`src/rtl/sdm_pkg.sv`:
```
package sdm_pkg;

    // Which feedback level the loop holds
    typedef enum logic [1:0] {
        FB_ZERO = 2'b00,
        FB_POS  = 2'b01,
        FB_NEG  = 2'b10
    } fb_sel_e;

    // Full-scale count for a given number of fraction bits
    function automatic int full_scale(input int frac_w);
        return 1 << frac_w;
    endfunction

    // Input word width: sign bit + one integer bit + fraction
    function automatic int in_width(input int frac_w);
        return frac_w + 2;
    endfunction

    // Integrator width: two extra integer bits of headroom
    function automatic int acc_width(input int frac_w);
        return frac_w + 4;
    endfunction

endpackage

```
`src/rtl/sdm_diff_node.sv`:
```
module sdm_diff_node #(
    parameter int IN_W  = 5,
    parameter int ACC_W = 7
) (
    input  logic signed [IN_W-1:0]  x_i,
    input  logic signed [IN_W-1:0]  w_i,
    output logic signed [ACC_W-1:0] b_o
);
    localparam int EXT_W = ACC_W - IN_W;

    logic signed [ACC_W-1:0] x_ext;
    logic signed [ACC_W-1:0] w_ext;

    always_comb begin
        x_ext = {{EXT_W{x_i[IN_W-1]}}, x_i};
        w_ext = {{EXT_W{w_i[IN_W-1]}}, w_i};
        b_o   = x_ext - w_ext;
    end
endmodule

```
`src/rtl/sdm_integrator.sv`:
```
module sdm_integrator #(
    parameter int ACC_W = 7,
    parameter int FS    = 8
) (
    input  logic                    clk,
    input  logic                    rst,
    input  logic                    en,
    input  logic signed [ACC_W-1:0] b_i,
    output logic signed [ACC_W-1:0] c_nxt_o,
    output logic signed [ACC_W-1:0] c_q_o
);
    typedef logic signed [ACC_W-1:0] acc_t;
    localparam acc_t LIM = acc_t'(2 * FS);

    logic signed [ACC_W-1:0] c_q;

    always_comb c_nxt_o = c_q + b_i;

    always_ff @(posedge clk) begin
        if (rst)     c_q <= '0;
        else if (en) c_q <= c_nxt_o;
    end

    assign c_q_o = c_q;

    // accumulation step without leakage
    assert_accumulate_R3: assert property (@(posedge clk) disable iff (rst)
        en |=> (c_q == acc_t'($past(c_q) + $past(b_i))));

    // integrator stays within twice full scale
    assert_no_overflow_R10: assert property (@(posedge clk) disable iff (rst)
        (c_q <= LIM) && (c_q >= -LIM));

    // held when the enable is low
    assert_hold_integ_R6: assert property (@(posedge clk) disable iff (rst)
        !en |=> $stable(c_q));
endmodule

```
`src/rtl/sdm_quantizer.sv`:
```
module sdm_quantizer
    import sdm_pkg::*;
#(
    parameter int IN_W  = 5,
    parameter int ACC_W = 7,
    parameter int FS    = 8
) (
    input  logic                    clk,
    input  logic                    rst,
    input  logic                    en,
    input  logic signed [ACC_W-1:0] c_nxt_i,
    output logic                    d_o,
    output logic signed [IN_W-1:0]  w_o
);
    typedef logic signed [IN_W-1:0]  in_t;
    typedef logic signed [ACC_W-1:0] acc_t;
    localparam in_t FB_HI = in_t'(FS);
    localparam in_t FB_LO = in_t'(-FS);

    fb_sel_e sel_q;
    fb_sel_e sel_nxt;

    always_comb sel_nxt = (c_nxt_i > acc_t'(0)) ? FB_POS : FB_NEG;

    always_ff @(posedge clk) begin
        if (rst)     sel_q <= FB_ZERO;
        else if (en) sel_q <= sel_nxt;
    end

    always_comb begin
        d_o = (sel_q == FB_POS);
        unique case (sel_q)
            FB_POS:  w_o = FB_HI;
            FB_NEG:  w_o = FB_LO;
            default: w_o = '0;
        endcase
    end

    // strict threshold, zero maps to the low bit
    assert_threshold_R4: assert property (@(posedge clk) disable iff (rst)
        en |=> (d_o == ($past(c_nxt_i) > acc_t'(0))));

    // feedback is a full-scale level once a sample was taken
    assert_feedback_level_R5: assert property (@(posedge clk) disable iff (rst)
        en |=> (w_o == (d_o ? FB_HI : FB_LO)));
endmodule

```
`src/rtl/sdm_first_order.sv`:
```
module sdm_first_order
    import sdm_pkg::*;
#(
    parameter int FRAC_W = 3,
    localparam int IN_W  = in_width(FRAC_W),
    localparam int ACC_W = acc_width(FRAC_W)
) (
    input  logic                    clk,
    input  logic                    rst,
    input  logic                    sample_en,
    input  logic signed [IN_W-1:0]  sample_i,
    output logic signed [ACC_W-1:0] diff_o,
    output logic signed [ACC_W-1:0] integ_o,
    output logic                    bit_o,
    output logic signed [IN_W-1:0]  fb_o
);
    localparam int FS = full_scale(FRAC_W);
    typedef logic signed [IN_W-1:0]  in_t;
    typedef logic signed [ACC_W-1:0] acc_t;

    logic signed [ACC_W-1:0] b_nxt;
    logic signed [ACC_W-1:0] b_q;
    logic signed [ACC_W-1:0] c_nxt;

    sdm_diff_node #(.IN_W(IN_W), .ACC_W(ACC_W)) u_diff (
        .x_i (sample_i),
        .w_i (fb_o),
        .b_o (b_nxt)
    );

    sdm_integrator #(.ACC_W(ACC_W), .FS(FS)) u_integ (
        .clk     (clk),
        .rst     (rst),
        .en      (sample_en),
        .b_i     (b_nxt),
        .c_nxt_o (c_nxt),
        .c_q_o   (integ_o)
    );

    sdm_quantizer #(.IN_W(IN_W), .ACC_W(ACC_W), .FS(FS)) u_quant (
        .clk     (clk),
        .rst     (rst),
        .en      (sample_en),
        .c_nxt_i (c_nxt),
        .d_o     (bit_o),
        .w_o     (fb_o)
    );

    // Debug copy of the difference term
    always_ff @(posedge clk) begin
        if (rst)            b_q <= '0;
        else if (sample_en) b_q <= b_nxt;
    end

    assign diff_o = b_q;

    // difference uses the feedback held before the sample
    assert_difference_R2: assert property (@(posedge clk) disable iff (rst)
        sample_en |=> (diff_o == acc_t'($past(sample_i)) - acc_t'($past(fb_o))));

    // all outputs hold without an enable
    assert_hold_outputs_R6: assert property (@(posedge clk) disable iff (rst)
        !sample_en |=> ($stable(diff_o) && $stable(bit_o) && $stable(fb_o)));

    // input kept within full scale
    assert_input_range_R10: assert property (@(posedge clk) disable iff (rst)
        sample_en |-> ((sample_i <= in_t'(FS)) && (sample_i >= in_t'(-FS))));
endmodule

```
`config.mk`:
```
export PLATFORM = sky130hd
export DESIGN_NAME = sdm_first_order
export DESIGN_NICKNAME = d
export VERILOG_FILES = /design/src/rtl/sdm_pkg.sv /design/src/rtl/sdm_diff_node.sv /design/src/rtl/sdm_integrator.sv /design/src/rtl/sdm_quantizer.sv /design/src/rtl/sdm_first_order.sv
export SDC_FILE = /design/constraint.sdc
export NUM_CORES = 1
export LEC_CHECK = 0
export BUFFER_PORTS_ARGS = -buffer_cell sky130_fd_sc_hd__buf_2
export CAP_MARGIN = 10
export CORE_UTILIZATION = 50
export DETAILED_ROUTE_END_ITERATION = 10
export PLACE_DENSITY = 0.88
export SYNTH_ARGS = -nofsm -noshare
export SYNTH_HDL_FRONTEND = slang
export SYNTH_SLANG_ARGS = --single-unit
```
`constraint.sdc`:
```
create_clock -name clk -period 7.32 [get_ports clk]
set_input_delay 0.732 -clock clk [delete_from_list [all_inputs] [get_ports clk]]
set_output_delay 0.732 -clock clk [all_outputs]
set_load 0.02 [all_outputs]
```
==> results_dict.tcl <==
set metrics [dict create \
    ff_latch_area_sq_um 300.3 \
    syn_to_final_growth_pct 15.23 \
    yosysWarnings 0 \
    clk_pin_slew_ps 80 \
    drv_slew 0 \
    cp_cell_sequence "inv_1, ha_1, inv_1, ha_1, fa_1, inv_1, ha_1, o21ai_1, a21oi_1, or4_4, o311ai_2, a21oi_2, nor3b_2" \
    port_buffers 24 \
    fp.dieH_microns 45.09 \
    grt_pass1_wl_microns 2925 \
    rows 15 \
    syn_area_sq_um 928.4 \
    ir_drop_mv 0.2281 \
    grt_max_degree 24 \
    ys_seq_area_frac 0.3235 \
    min_path_type "flop to flop" \
    root_buffer "clkbuf_4" \
    gr-total-overflow 0 \
    power.leakage_uw 0.0005532 \
    crit_arrival_ps 3200 \
    maxCapViolations 0 \
    antenna_found_initial 0 \
    cts_made_buffers 3 \
    critPathBufInv 3 \
    synth_cell_types 30 \
    grt_setup_unrepaired "no" \
    antenna_cells 0 \
    clk_latency_ps 280 \
    track_usage 0.2042 \
    path_class "flop to flop" \
    io_pins 28 \
    clkSinkCount 15 \
    wl_per_cell_microns 12.22 \
    antenna_left 0 \
    final_nets 145 \
    fin_worst_skew_ps 0.7637 \
    endpoint_kind "flop" \
    synth-seq-cells 15 \
    slowest_delay_ps 510 \
    required_ps 7530 \
    grt_pass1_vias 684 \
    first_pass_iters 5 \
    die_w_microns 45.09 \
    postCtsSetupBuffers 0 \
    period_share 0.4087 \
    critPathLaunchType "flop" \
    place_hpwl_microns 1403 \
    setup_violations 0 \
    crit_fanout 5 \
    wirelength_microns 1833 \
    hold_buffers 0 \
    cts_buffer_depth 2 \
    fmax_mhz 334.3 \
    final_cell_mix "24 x buf_2, 15 x dfxtp_1, 14 x nor2_1" \
    coreArea_sq_mm 0.001727 \
    start_util 0.5377 \
    cts-resized-gates 0 \
    syn_avg_cell_area_sq_um 9.102 \
    outcome "finished clean" \
    cellPowerDensity_mw_per_mm2 401.3 \
    die_area_sq_mm 0.002033 \
    finalHoldViolCount 0 \
    drive_above_1_share 0.2640 \
    viasPerCell 5.260 \
    gp_congestion 0.7665 \
    fillers 141 \
    via_count 789 \
    period_minus_slack_ps 2992 \
    cts_tree "yes" \
    drtIter0Drc 37 \
    fin_setup_tns_ps 0 \
    crit_path_top_delay_cell "fa_1" \
    crit_family "adder cells" \
    multi_input_area_sq_um 550.5 \
    syn_inst 102 \
    final_core_util 0.6196 \
    final_common_cell "buf_2" \
    drc_errors 0 \
    htree_levels 1 \
]
-- worst min-delay path: cells and delay by family (launching register included) --
kind | cells | cell delay [ps]
AOI/OAI and AO/OA | 1 | 50
DFF | 1 | 310
and+or+nand+nor | 1 | 80
-- sequential cells by signal, indices dropped and copies added (netlist names) --
register and flops:
u_quant.sel_q 2, u_integ.c_q_o 7, diff_o 6
-- final cells by class --
cell class / instances / share of cell area
inverter: 11 / 0.03860
timing repair buffer: 24 / 0.1123
clock buffer: 4 / 0.02456
tap: 25 / 0.02924
multi-input combinational: 71 / 0.5146
sequential: 15 / 0.2807
-- stage by stage --
step / total power [uW] / cell area, sq um / hold slack (ps) / worst slack (ps) / std cells
final: 429.3 / 1070 / 482.7 / 4328 / 150
after global routing: 461.8 / 1070 / 526.2 / 4187 / 150
after CTS: 428.0 / 1070 / 486.8 / 4334 / 150
after detailed placement: 377.7 / 1044 / 474.8 / 4223 / 146
after global placement: 362.9 / 1044 / 463.8 / 4347 / 146
after floorplan: 321.7 / 935.9 / 544.4 / 4458 / 104
-- path summary, 6_finish.rpt --
kind                     from          endpoint  slack [ps]  depth (start not counted)
max reg2reg  u_quant.sel_q[0]  u_quant.sel_q[0]        4330                         13
min                 diff_o[3]         diff_o[3]         480                          2
min reg2reg         diff_o[3]         diff_o[3]         480                          2
max          u_quant.sel_q[0]  u_quant.sel_q[0]        4330                         13
-- per-layer routing --
metal | global-route usage | up-vias | wire length [microns]
met4 | 0.1152 | 0 | 39
met3 | 0.05200 | 8 | 129
met2 | 0.3333 | 44 | 910
met1 | 0.2425 | 351 | 753
met5 | 0 | - | 0
li1 | - | 386 | -
-- cells in the mapped netlist --
library cell / count / area share
a41oi_1: 1 / 0.0094
o311ai_2: 1 / 0.018
nor3b_2: 1 / 0.013
clkbuf_1: 1 / 0.0040
ha_1: 9 / 0.12
a41o_1: 1 / 0.011
inv_1: 11 / 0.044
mux2i_1: 8 / 0.086
a21o_1: 1 / 0.0081
a21oi_1: 5 / 0.027
nand3_1: 3 / 0.016
buf_4: 4 / 0.032
or4_4: 1 / 0.012
buf_2: 2 / 0.011
a211oi_1: 4 / 0.032
nor2_1: 14 / 0.057
conb_1: 1 / 0.0040
dfxtp_1: 15 / 0.32
nand2_1: 2 / 0.0081
xnor2_1: 3 / 0.028
nor2_2: 1 / 0.0067
nor3_1: 1 / 0.0054
xor2_1: 2 / 0.019
nand2b_1: 3 / 0.020
a21o_2: 1 / 0.0094
a21oi_2: 1 / 0.0094
nor4_1: 1 / 0.0067
a21boi_0: 1 / 0.0081
o21ai_1: 1 / 0.0054
fa_1: 2 / 0.043
-- logic make-up (layout without fill, tap and decap cells) --
group,count (synthesis),count (layout),share of synthesized area
and+or+nand+nor,27,27,0.1456
xor gates and xnor gates,5,5,0.04718
muxes,8,8,0.08626
AOI/OAI and AO/OA,17,17,0.1375
other,1,3,0.004039
adders and majority gates,11,11,0.1644
DFF,15,15,0.3235
buffers and inverters,18,39,0.09164
-- report_power, final --
| group | total (uW) | leakage [uW] | internal, uW | switching [uW] |
|---|---|---|---|---|
| clock network | 46.2 | 0.0000150 | 21.2 | 25.0 |
| logic | 267 | 0.000414 | 107 | 160 |
| registers | 116 | 0.000124 | 101 | 14.5 |
Note: power is estimated with default switching activity, not from simulation.
